## config.mk

```make
export PLATFORM = sky130hd
export DESIGN_NAME = pbus_bridge
export DESIGN_NICKNAME = d
export VERILOG_FILES = /design/src/rtl/pbus_pkg.sv /design/src/rtl/pbus_decode.sv /design/src/rtl/pbus_regfile.sv /design/src/rtl/pbus_extport.sv /design/src/rtl/pbus_bridge.sv
export SDC_FILE = /design/constraint.sdc
export NUM_CORES = 1
export LEC_CHECK = 0
export ABC_AREA = 1
export ABC_CLOCK_PERIOD_IN_PS = 3700
export BUFFER_PORTS_ARGS = -buffer_cell sky130_fd_sc_hd__buf_2
export CAP_MARGIN = 0
export CORE_MARGIN = 2
export CORE_UTILIZATION = 54
export DETAILED_ROUTE_END_ITERATION = 12
export GPL_TIMING_DRIVEN = 0
export PLACE_DENSITY = 0.73
export SLEW_MARGIN = 20
export SYNTH_ARGS = -nofsm -noshare
export SYNTH_HDL_FRONTEND = slang
export SYNTH_SLANG_ARGS = --single-unit
```

## constraint.sdc

```tcl
create_clock -name clk -period 3.7 [get_ports clk]
set_input_delay 0.74 -clock clk [delete_from_list [all_inputs] [get_ports clk]]
set_output_delay 0.74 -clock clk [all_outputs]
set_load 0.02 [all_outputs]
```

## src/rtl/pbus_pkg.sv

```systemverilog
package pbus_pkg;
  localparam int DW = 32;
  localparam int BW = DW / 8;
  localparam logic [1:0] LOCAL_TOP = 2'b10;
  localparam logic [1:0] EXT_TOP   = 2'b11;

  typedef enum logic [1:0] {
    RG_NONE  = 2'd0,
    RG_LOCAL = 2'd1,
    RG_EXT   = 2'd2
  } region_e;

  typedef enum logic [1:0] {
    ST_IDLE  = 2'd0,
    ST_LOCAL = 2'd1,
    ST_EXT   = 2'd2
  } top_state_e;
endpackage

```

## src/rtl/pbus_decode.sv

```systemverilog
module pbus_decode
  import pbus_pkg::*;
#(
  parameter int NREGS = 16,
  localparam int IDX_W = (NREGS > 1) ? $clog2(NREGS) : 1
) (
  input  logic [DW-1:0]    addr,
  output region_e          region,
  output logic [IDX_W-1:0] idx
);
  localparam logic [29:0] LOCAL_SPAN = 30'(NREGS * 4);

  always_comb begin
    if (addr[31:30] == EXT_TOP)
      region = RG_EXT;
    else if ((addr[31:30] == LOCAL_TOP) && (addr[29:0] < LOCAL_SPAN))
      region = RG_LOCAL;
    else
      region = RG_NONE;
  end

  assign idx = addr[IDX_W+1:2];
endmodule

```

## src/rtl/pbus_regfile.sv

```systemverilog
module pbus_regfile
  import pbus_pkg::*;
#(
  parameter int NREGS = 16,
  localparam int IDX_W = (NREGS > 1) ? $clog2(NREGS) : 1
) (
  input  logic             clk,
  input  logic             wr_en,
  input  logic             rd_en,
  input  logic [IDX_W-1:0] idx,
  input  logic [BW-1:0]    be,
  input  logic [DW-1:0]    wdata,
  output logic [DW-1:0]    rdata
);
  for (genvar g = 0; g < BW; g++) begin : g_lane
    logic [7:0] lane_mem [NREGS];
    logic [7:0] lane_q;

    always_ff @(posedge clk) begin
      if (wr_en && be[g])
        lane_mem[idx] <= wdata[8*g +: 8];
      if (rd_en)
        lane_q <= lane_mem[idx];
    end

    assign rdata[8*g +: 8] = lane_q;
  end
endmodule

```

## src/rtl/pbus_extport.sv

```systemverilog
module pbus_extport
  import pbus_pkg::*;
#(
  parameter int TIMEOUT_CYC = 8,
  localparam int CNT_W = $clog2(TIMEOUT_CYC + 1)
) (
  input  logic          clk,
  input  logic          rst,
  input  logic          start,
  input  logic          we,
  input  logic [DW-1:0] addr,
  input  logic [BW-1:0] be,
  input  logic [DW-1:0] wdata,
  output logic [DW-1:0] ext_addr,
  output logic [DW-1:0] ext_wdata,
  output logic [BW-1:0] ext_be,
  output logic          ext_rd,
  output logic          ext_wr,
  input  logic [DW-1:0] ext_rdata,
  input  logic          ext_ready,
  output logic          done,
  output logic          done_err,
  output logic [DW-1:0] done_data
);
  localparam logic [CNT_W-1:0] LAST = CNT_W'(TIMEOUT_CYC - 1);

  logic             waiting;
  logic             we_q;
  logic [CNT_W-1:0] wait_cnt;

  always_ff @(posedge clk) begin
    if (rst) begin
      waiting   <= 1'b0;
      we_q      <= 1'b0;
      wait_cnt  <= '0;
      ext_addr  <= '0;
      ext_wdata <= '0;
      ext_be    <= '0;
      ext_rd    <= 1'b0;
      ext_wr    <= 1'b0;
      done      <= 1'b0;
      done_err  <= 1'b0;
      done_data <= '0;
    end else begin
      ext_rd <= 1'b0;
      ext_wr <= 1'b0;
      done   <= 1'b0;
      if (!waiting) begin
        if (start) begin
          ext_addr  <= addr;
          ext_wdata <= wdata;
          ext_be    <= be;
          ext_rd    <= !we;
          ext_wr    <= we;
          we_q      <= we;
          wait_cnt  <= '0;
          waiting   <= 1'b1;
        end
      end else if (ext_ready) begin
        done      <= 1'b1;
        done_err  <= 1'b0;
        done_data <= we_q ? '0 : ext_rdata;
        waiting   <= 1'b0;
      end else if (wait_cnt == LAST) begin
        done      <= 1'b1;
        done_err  <= 1'b1;
        done_data <= '0;
        waiting   <= 1'b0;
      end else begin
        wait_cnt <= wait_cnt + 1'b1;
      end
    end
  end
endmodule

```

## src/rtl/pbus_bridge.sv

```systemverilog
module pbus_bridge
  import pbus_pkg::*;
#(
  parameter int NREGS       = 16,
  parameter int TIMEOUT_CYC = 8,
  localparam int IDX_W = (NREGS > 1) ? $clog2(NREGS) : 1
) (
  input  logic        clk,
  input  logic        rst,
  input  logic        cpu_req,
  input  logic        cpu_we,
  input  logic [31:0] cpu_addr,
  input  logic [3:0]  cpu_be,
  input  logic [31:0] cpu_wdata,
  output logic        cpu_ack,
  output logic [31:0] cpu_rdata,
  output logic        err_flag,
  output logic [31:0] ext_addr,
  output logic [31:0] ext_wdata,
  output logic [3:0]  ext_be,
  output logic        ext_rd,
  output logic        ext_wr,
  input  logic [31:0] ext_rdata,
  input  logic        ext_ready
);
  top_state_e       state;
  region_e          region;
  logic [IDX_W-1:0] idx;
  logic             accept;
  logic             ext_start;
  logic             near_accept;
  logic             top_idle;
  logic             miss_q;
  logic             we_q;
  logic [DW-1:0]    rf_rdata;
  logic             x_done;
  logic             x_err;
  logic [DW-1:0]    x_data;

  pbus_decode #(.NREGS(NREGS)) u_dec (
    .addr   (cpu_addr),
    .region (region),
    .idx    (idx)
  );

  assign top_idle    = (state == ST_IDLE);
  assign accept      = cpu_req && top_idle;
  assign ext_start   = accept && (region == RG_EXT);
  assign near_accept = accept && (region != RG_EXT);

  pbus_regfile #(.NREGS(NREGS)) u_rf (
    .clk   (clk),
    .wr_en (accept && (region == RG_LOCAL) && cpu_we),
    .rd_en (accept && (region == RG_LOCAL) && !cpu_we),
    .idx   (idx),
    .be    (cpu_be),
    .wdata (cpu_wdata),
    .rdata (rf_rdata)
  );

  pbus_extport #(.TIMEOUT_CYC(TIMEOUT_CYC)) u_ext (
    .clk       (clk),
    .rst       (rst),
    .start     (ext_start),
    .we        (cpu_we),
    .addr      (cpu_addr),
    .be        (cpu_be),
    .wdata     (cpu_wdata),
    .ext_addr  (ext_addr),
    .ext_wdata (ext_wdata),
    .ext_be    (ext_be),
    .ext_rd    (ext_rd),
    .ext_wr    (ext_wr),
    .ext_rdata (ext_rdata),
    .ext_ready (ext_ready),
    .done      (x_done),
    .done_err  (x_err),
    .done_data (x_data)
  );

  always_ff @(posedge clk) begin
    if (rst) begin
      state     <= ST_IDLE;
      cpu_ack   <= 1'b0;
      cpu_rdata <= '0;
      err_flag  <= 1'b0;
      miss_q    <= 1'b0;
      we_q      <= 1'b0;
    end else begin
      cpu_ack <= 1'b0;
      unique case (state)
        ST_IDLE: begin
          if (accept) begin
            miss_q <= (region == RG_NONE);
            we_q   <= cpu_we;
            state  <= (region == RG_EXT) ? ST_EXT : ST_LOCAL;
          end
        end
        ST_LOCAL: begin
          cpu_ack   <= 1'b1;
          cpu_rdata <= (miss_q || we_q) ? '0 : rf_rdata;
          if (miss_q) err_flag <= 1'b1;
          state <= ST_IDLE;
        end
        ST_EXT: begin
          if (x_done) begin
            cpu_ack   <= 1'b1;
            cpu_rdata <= x_data;
            if (x_err) err_flag <= 1'b1;
            state <= ST_IDLE;
          end
        end
        default: state <= ST_IDLE;
      endcase
    end
  end
endmodule

```

# Word-level counts from Yosys, hierarchy flattened
# Memories as Yosys holds them, arrays and structs flattened. A register that Yosys moved wholly into a read port is not among the register bits.
# Cells that the tools add are included.
# op_classes
n_addsub	1
order_cmp	1
eq_ne	13
n_mux	38
bitwise	2
reduce_logical	26
# op_table
operator	count
2-to-1 mux 32 bit	5
one-hot mux 32 bit (2 select lines)	1
< comparator 30 x 7 -> 1 bit, second input constant	1
2-to-1 mux 1 bit	21
2-to-1 mux 4 bit	4
logical AND 1 bit	10
AND reduction 2 bit	5
equality test 2 bit, second input constant	4
2-to-1 mux 2 bit	4
inequality test 2 bit, second input constant	4
nonzero test 2 bit	3
adder 4 x 1 -> 4 bit, second input constant	1
equality test 2 x 1 -> 1 bit, second input constant	2
equality test 4 x 3 -> 1 bit, second input constant	1
zero test 2 bit	2
inequality test 2 x 1 -> 1 bit, second input constant	2
one-hot mux 1 bit (2 select lines)	2
one-hot mux 2 bit (2 select lines)	1
AND reduction 4 bit	1
AND reduction 3 bit	1
OR reduction 3 bit	1
NOT 1 bit	2
OR reduction 2 bit	1
zero test 1 bit	1
logical OR 1 bit	1
# word_totals
reg_bits	148
ram_bits	512
inputBits	105
output_inout_bits	104
word_cells	102
n_memories	4
# memory_table
name	words	width	read_ports	rd_clocked_by_memory_dff	wr	line_no	source
u_rf.g_lane[0].lane_mem	16	8	1	1	1	pbus_regfile.sv:16	logic [7:0] lane_mem [NREGS];
u_rf.g_lane[1].lane_mem	16	8	1	1	1	pbus_regfile.sv:16	
u_rf.g_lane[2].lane_mem	16	8	1	1	1	pbus_regfile.sv:16	
u_rf.g_lane[3].lane_mem	16	8	1	1	1	pbus_regfile.sv:16	

# Logic depth before layout (Yosys ltp)
# Gate-level depths: netlist of run 1.
# depth
ltp_word	10
depth_mapped	11
depth_no_buf	9

# Hierarchy
# From an unflattened synthesis of run 1, not the netlist that was laid out.
# unflattened
cells_unflattened	2970
area_unflattened_um2	28678.8
# modules_own_cells
mod	n_inst	cells_per_inst	area_per_inst_um2	seq_area_each_um2
pbus_regfile	1	2184	22720.5	16335.7
pbus_extport	1	492	3930.0	2202.1
pbus_bridge	1	262	1888.1	760.7
pbus_decode	1	32	140.1	0.0

# Least setup slack after synthesis of run 1
# No wires, ideal clock.
# synth_path
kind	input -> register
startpoint	in cpu_addr[21]
endpoint	reg u_rf.g_lane[0].lane_q[0] (read register of u_rf.g_lane[0].lane_mem) (enable)
setup_time_ps	468
arrival_ps	3546
required_ps	3232
path_slack_ps	-314
path_stages	5
path_buffers	0
cell_sequence	inv_1 nand2_1 nor2_1 nand3b_1 nor3b_1
# synth_between
elab_chain_len	7
# synth_lines
element	line_no	source
from (decl)	pbus_bridge.sv:12	input logic [31:0] cpu_addr,
< comparator 30 x 7 -> 1 bit	pbus_decode.sv:16	else if ((addr[31:30] == LOCAL_TOP) && (addr[29:0] < LOCAL_SPAN))
logical AND 1 bit	pbus_decode.sv:16	
2-to-1 mux 1 bit	pbus_decode.sv:16	
2-to-1 mux 2 bit	pbus_decode.sv:14	if (addr[31:30] == EXT_TOP)
equality test 2 x 1 -> 1 bit	pbus_bridge.sv:54	.rd_en (accept && (region == RG_LOCAL) && !cpu_we),
logical AND 1 bit (2 in series)	pbus_bridge.sv:54	
named net u_rf.rd_en	pbus_regfile.sv:9	input logic rd_en,
to (decl)	pbus_regfile.sv:17	logic [7:0] lane_q;
# The timed path passes the listed nets, and every way through them passes these cells.
# A chain may end at the register's enable or synchronous reset.

# Worst setup path in the final report of run 1
# layout_path
startpoint	reg state[0]
endpoint	mem u_rf.g_lane[2].lane_mem[11][1] (enable)
# layout_between
elab_chain_len	7
# layout_lines
element	line_no	source
from (decl)	pbus_bridge.sv:26	top_state_e state;
from (signal assigned)	pbus_bridge.sv:96	state <= (region == RG_EXT) ? ST_EXT : ST_LOCAL;
zero test 2 bit	pbus_bridge.sv:46	assign top_idle = (state == ST_IDLE);
logical AND 1 bit	pbus_bridge.sv:47	assign accept = cpu_req && top_idle;
logical AND 1 bit (2 in series)	pbus_bridge.sv:53	.wr_en (accept && (region == RG_LOCAL) && cpu_we),
logical AND 1 bit	pbus_regfile.sv:20	if (wr_en && be[g])
2-to-1 mux 1 bit	pbus_regfile.sv:20	
2-to-1 mux 1 bit (not written as such)	pbus_regfile.sv:21	lane_mem[idx] <= wdata[8*g +: 8];
to (decl)	pbus_regfile.sv:16	
# Every way passes these cells.

==> results of run 1 <==
layout make-up:
cell class                 instances  area (µm²)  area share, %
antenna                            5       12.51        0.04153
tap                              615       769.5          2.554
sequential                       692       19300          64.06
multi-input combinational       1351        5954          19.76
buffer                           121       573.1          1.902
clock buffer                      95        1949          6.471
timing repair buffer             208        1047          3.476
clock inverter                    29       206.4         0.6853
inverter                          84       315.3          1.047
placed cells by master, fill, tap and decap left out, drive strengths merged, types with 4 or more instances in the layout:
master	instances
buf	274
dfxtp	148
clkinv	26
a21oi	10
diode	5
nand4	161
edfxtp	544
o21ai	136
nand3	76
clkbuf	150
inv	83
ha	4
nand2	828
a31oi	32
nor2	98
flip-flops by register name (all words and copies together) (netlist names), 2 cells and up:
| name | flops |
|---|---|
| u_ext.ext_be | 4 |
| u_rf.g_lane.lane_mem | 512 |
| u_ext.wait_cnt | 4 |
| u_ext.done_data | 32 |
| u_ext.ext_addr | 32 |
| state | 2 |
| u_ext.ext_wdata | 32 |
| u_rf.g_lane.lane_q | 32 |
| cpu_rdata | 32 |
cells by family after synthesis:
group,after synthesis
flip-flops,692
AND/OR/NAND/NOR,1167
buffers and inverters,205
AO/OA/AOI/OAI,180
adder cells (fa/ha/maj),4
worst paths after layout:
path	from	end	slack, ns	cells after the start
setup / recovery	state[0]	u_rf.g_lane[2].lane_mem[11][1]	0.64	7
hold / removal	cpu_we	u_ext.ext_rd	0.35	2
hold reg to reg	u_ext.ext_addr[30]	u_ext.ext_addr[30]	0.45	2
setup reg to reg	state[0]	u_rf.g_lane[2].lane_mem[11][1]	0.64	7
metal layers:
metal	track usage (%)	up-vias	wire length, µm
li1	-	8386	-
met1	38.59	8864	27720
met5	0	-	44
met3	7.214	207	8847
met2	45.56	1173	33310
met4	12.95	6	3149
per-stage QoR:
step / hold WS [ns] / total power [mW]
2_1_floorplan: 0.4289 / 9.138
3_5_place_dp: 0.4403 / 9.618
3_3_place_gp: 0.4331 / 9.594
4_1_cts: 0.3221 / 16.19
6_report: 0.3522 / 16.17
5_1_grt: 0.3525 / 16.61
report_power, final:
part	switching [mW]	internal [mW]	total (mW)
Clock	2.85	3.84	6.69
Sequential	0.0376	8.44	8.48
Combinational	0.744	0.256	1.00
==> reports/metrics.csv, run 1 <==
metric,value,unit
status,"finished, final reports clean",
Buf/Inv on CP,2,
initial core utilization,54.72,%
Pre-antenna DRT Iters,7,
share of post-route cells with drive strength above 1,15.04,%
Post-CTS Hold Buffers,0,
"Slew Viols, Final",0,
Worst path most repeated cell,nor2_1,
worst stage delay on the critical path,0.96,ns
Max-Cap Viols,0,
DR iter-0 viols,2768,
clock root buffer master,clkbuf_16,
via count,18636,
Layout Nets,2636,
Max IR drop VDD,292.2,µV
most common cell in the netlist,nand2_1,
largest net degree at the start of global routing,18,
power density cells,536.8,mW/mm²
leakage,10.98,nW
"Req. time, crit path",3.91,ns
Fin Clk Skew,0.02661,ns
area grow syn2layout,15.31,%
post-route ant nets,0,
H-tree levels,3,
clock-pin transition on the worst setup and hold timing paths,0.06,ns
synth unique cells,28,
setup violators final,0,
DRT Wirelength,73080,µm
WL per Instance,22.84,µm
I/O pins,209,
core box area,0.04775,mm²
design area,0.03013,mm²
grt total ovfl,0,
fmax,0.3267,GHz
ranking of synthesized cells by area,"edfxtp_1 (63%), nand2_1 (12%), dfxtp_1 (11%)",
"Setup Fix Bufs, Post-CTS",0,
"Seq/Total Area, Yosys",73.86,%
clock sink count,692,
CTS resizes,0,
Mapped Nets,2357,
Final Hold Vio Count,0,
vias per cell,5.824,
worst skew pair latency,0.60,ns
Yosys top cell by area,edfxtp_1,
placed cell area,0.02796,mm²
crit path DAT,3.27,ns
utilization after layout,63.10,%
"delay-heaviest family, CP",simple AND/OR/NAND/NOR gates,
vias in the first global route,17664,
Hold Crit Class,input pin to flip-flop,
setup ws final,0.6390,ns
Syn Inst Count,2248,
Final HPWL DP,49070,µm
Slew @ Worst Pin,1.293,ns
minimum period implied by the final worst setup slack,3.061,ns
Yosys warning count,0,
Post-synth top cells,"nand2_1 (828), edfxtp_1 (544), nand4_1 (161)",
Worst path slowest cell,nor2_1,
crit path cell chain,"inv_1, ha_1, nand2_1, nor2_1, nand3_2, buf_6, nor2_1",
initial antenna violation count,6,
#FFs+latches synth,692,
RSZ-0062 raised after global routing,false,
synthesized cell area,0.02613,mm²
die width,224.0,µm
final weighted congestion in routability-driven placement,0.9105,
Max Root-Sink Buffers,3,
Cells after DPL,3071,
TritonCTS clock tree,built,
Die Ht,224.0,µm
global-route usage over all layers,29.02,%
TritonCTS Buffers,69,
Fill cells,3587,
mux contribution to synthesized area,0,%
syn_area_per_cell,11.62,µm²
CP Capture Type,flip-flop,
post-synth top area share,62.52,%
relative slew slack,13.46,%
post-synthesis simple-gate area fraction,18.92,%
first-pass GRT wire length,107300,µm
Post-synth EDFFs,544,
CP Class,flip-flop to flip-flop,
Die ar.,0.05016,mm²
Residual DRC,0,
FP Rows,80,
critical path launch point type,flip-flop,
post-synthesis xor/xnor area fraction,0,%
Non-Filler Instances,3200,
Async SR Flop Fraction,0,%
Fin Setup TNS,0,ns
Port Buffers,207,
"Top FF cell, synth",edfxtp_1,
largest family of logic cells by synthesized area,simple AND/OR/NAND/NOR gates,
Synth Area in Compound Gates,3.630,%
Adder-Cell Fraction of Synth Area,0.1916,%
crit share post-route,82.73,%
post-place setup slack,0.2690,ns
Worst Path Max Fanout,10,
(Power assumes the default switching activity.)
==> inputs of run 2 (changes only) <==
Settings changed: ABC_CLOCK_PERIOD_IN_PS 3700 to 2800.
Clock period 3.7 ns to 2.8 ns, I/O delays scaled along.
==> reports/metrics.csv, run 2 (synthesized netlist as in run 1, its figures left out) <==
metric,value,unit,change
area grow syn2layout,15.78,%,was 15.31%
Total Power,21.36,mW,was 16.17 mW
Worst path slowest cell,nor2_1,,unchanged
Worst Path Max Fanout,8,,was 10
Worst R2R Setup Slack,-0.0002,ns,was 0.64 ns
Fin Clk Skew,0.02731,ns,was 0.02661 ns
TritonCTS Buffers,69,,unchanged
largest net degree at the start of global routing,18,,unchanged
minimum period implied by the final worst setup slack,2.800,ns,was 3.061 ns
RSZ-0062 raised after global routing,true,,was false
"Setup Fix Bufs, Post-CTS",0,,unchanged
largest reg by FF count,u_rf.g_lane.lane_mem,,unchanged
DRT Wirelength,73070,µm,"was 73,080 µm"
clock root buffer master,clkbuf_16,,unchanged
clock sink count,692,,unchanged
Post-CTS Hold Buffers,0,,unchanged
"Slew Viols, Final",0,,unchanged
post-place setup slack,-0.4510,ns,was 0.2690 ns
setup violators final,1,,was 0
core box area,0.04775,mm²,unchanged
crit path DAT,3.01,ns,was 3.27 ns
hold slack,0.1679,ns,was 0.3522 ns
grt total ovfl,0,,unchanged
H-tree levels,3,,unchanged
Hold Crit Class,input pin to flip-flop,,unchanged
crit path cell chain,"inv_1, ha_1, nand2_1, nor2_1, nand3_2, nor2_1",,"was inv_1, ha_1, nand2_1, nor2_1, nand3_2, buf_6, nor2_1"
Hold Path Origin,cpu_we,,unchanged
die width,224.0,µm,unchanged
FP Rows,80,,unchanged
R2R Path Start,state[0],,unchanged
Non-Filler Instances,3199,,"was 3,200"
"Req. time, crit path",3.01,ns,was 3.91 ns
initial core utilization,54.72,%,unchanged
Slew @ Worst Pin,1.129,ns,was 1.293 ns
power density cells,706.2,mW/mm²,was 536.8 mW/mm²
Cells after DPL,3071,,unchanged
Hold Path Stages,2,,unchanged
clock-pin transition on the worst setup and hold timing paths,0.06,ns,about the same
Port Buffers,207,,unchanged
CTS resizes,19,,was 0
"most common cell after layout, fill and taps aside",nand2_1,,unchanged
max reg flops,512,,unchanged
global-route usage over all layers,29.02,%,about the same
vias in the first global route,17736,,"was 17,664"
crit share post-route,100.0,%,was 82.73%
utilization after layout,63.36,%,was 63.10%
setup ws final,-0.0002252,ns,was 0.6390 ns
initial antenna violation count,7,,was 6
share of post-route cells with drive strength above 1,16.71,%,was 15.04%
relative slew slack,24.74,%,was 13.46%
Hold Path End,u_ext.ext_rd,,unchanged
R2R depth,6,,was 7
CP Class,flip-flop to flip-flop,,unchanged
first-pass GRT wire length,107300,µm,unchanged
I/O pins,209,,unchanged
Pre-antenna DRT Iters,7,,unchanged
Die Ht,224.0,µm,unchanged
DR iter-0 viols,2665,,"was 2,768"
critical path launch point type,flip-flop,,unchanged
end of the worst register-to-register path,u_rf.g_lane[3].lane_mem[9][4],,was u_rf.g_lane[2].lane_mem[11][1]
via count,18656,,"was 18,636"
"commonest cells after routing, fill and taps aside","nand2_1 (828), edfxtp_1 (544), buf_2 (263), nand4_1 (161), dfxtp_1 (148)",,unchanged
CP Capture Type,flip-flop,,unchanged
Final HPWL DP,49070,µm,unchanged
Die ar.,0.05016,mm²,unchanged
WL per Instance,22.84,µm,about the same
Residual DRC,0,,unchanged
fmax,0.3571,GHz,was 0.3267 GHz
worst skew pair latency,0.60,ns,about the same
worst stage delay on the critical path,0.89,ns,was 0.96 ns
Fill cells,3561,,"was 3,587"
Max IR drop VDD,386.9,µV,was 292.2 µV
post-route ant nets,0,,unchanged
Layout Nets,2636,,unchanged
vias per cell,5.832,,was 5.824
Max-Cap Viols,0,,unchanged
Worst path most repeated cell,nor2_1,,unchanged
failing checks,setup timing,,
leakage,10.98,nW,about the same
status,"finished, violations left",,"was finished, final reports clean"
Max Root-Sink Buffers,3,,unchanged
Final Hold Vio Count,0,,unchanged
TritonCTS clock tree,built,,unchanged
final weighted congestion in routability-driven placement,0.9105,,unchanged
run 2: cell types whose count changed in the layout (fill, tap and decap cells not counted), sizes merged:
cell   previous run  this run
diode             5         4
run 2: critical path, delay by kind of cell, from the launching register on:
kind	cells	cell delay, ns
and+or+nand+nor	4	1.78
DFF	1	0.33
buffers and inverters	1	0.09
adders and majority gates	1	0.20
run 2: how the worst max path moves through the flow:
stage          depth (start not counted)    startpoint                             end  slack (ns)
3_5_place_dp                           9  cpu_addr[21]   u_rf.g_lane[0].lane_mem[8][4]       -0.45
3_3_place_gp                           6  cpu_addr[21]        u_rf.g_lane[3].lane_q[5]       -0.53
5_1_grt                                6      state[0]  u_rf.g_lane[3].lane_mem[11][6]       -0.08
2_1_floorplan                          5  cpu_addr[21]        u_rf.g_lane[0].lane_q[0]        0.09
6_report                               6      state[0]   u_rf.g_lane[3].lane_mem[9][4]     -0.0002
4_1_cts                                7      state[0]  u_rf.g_lane[2].lane_mem[10][0]       -0.07
run 2: through the flow:
| step | cell area [µm²] | TNS, ns |
|---|---|---|
| finish | 30250 | -0.0002252 |
| global route | 30240 | -1.245 |
| CTS | 30160 | -1.094 |
| detailed placement | 27960 | -87.80 |
| global placement | 27940 | -72.65 |
| floorplan | 26130 | 0 |
run 2: layer usage:
layer	vias to the layer above	part of all wire, %	track usage (%)
li1	8372	-	-
met1	8781	38	38.19
met2	1284	46	45.50
met3	211	12	7.516
met4	8	4.3	13.55
met5	-	0.074	0
run 2: power by group:
| group | internal, mW | switching [mW] | total [mW] |
|---|---|---|---|
| clock network | 5.07 | 3.76 | 8.83 |
| logic | 0.339 | 0.985 | 1.32 |
| registers | 11.2 | 0.0501 | 11.2 |
run 2: cell type report:
class,count,area [µm²],area share (%)
Antenna cell,4,10.01,0.03309
Buffer,121,573.1,1.894
Multi-Input combinational cell,1351,6082,20.11
Sequential cell,692,19300,63.79
Tap cell,615,769.5,2.544
Clock buffer,95,1949,6.444
Timing Repair Buffer,208,1047,3.462
Inverter,84,315.3,1.042
Clock inverter,29,206.4,0.6824
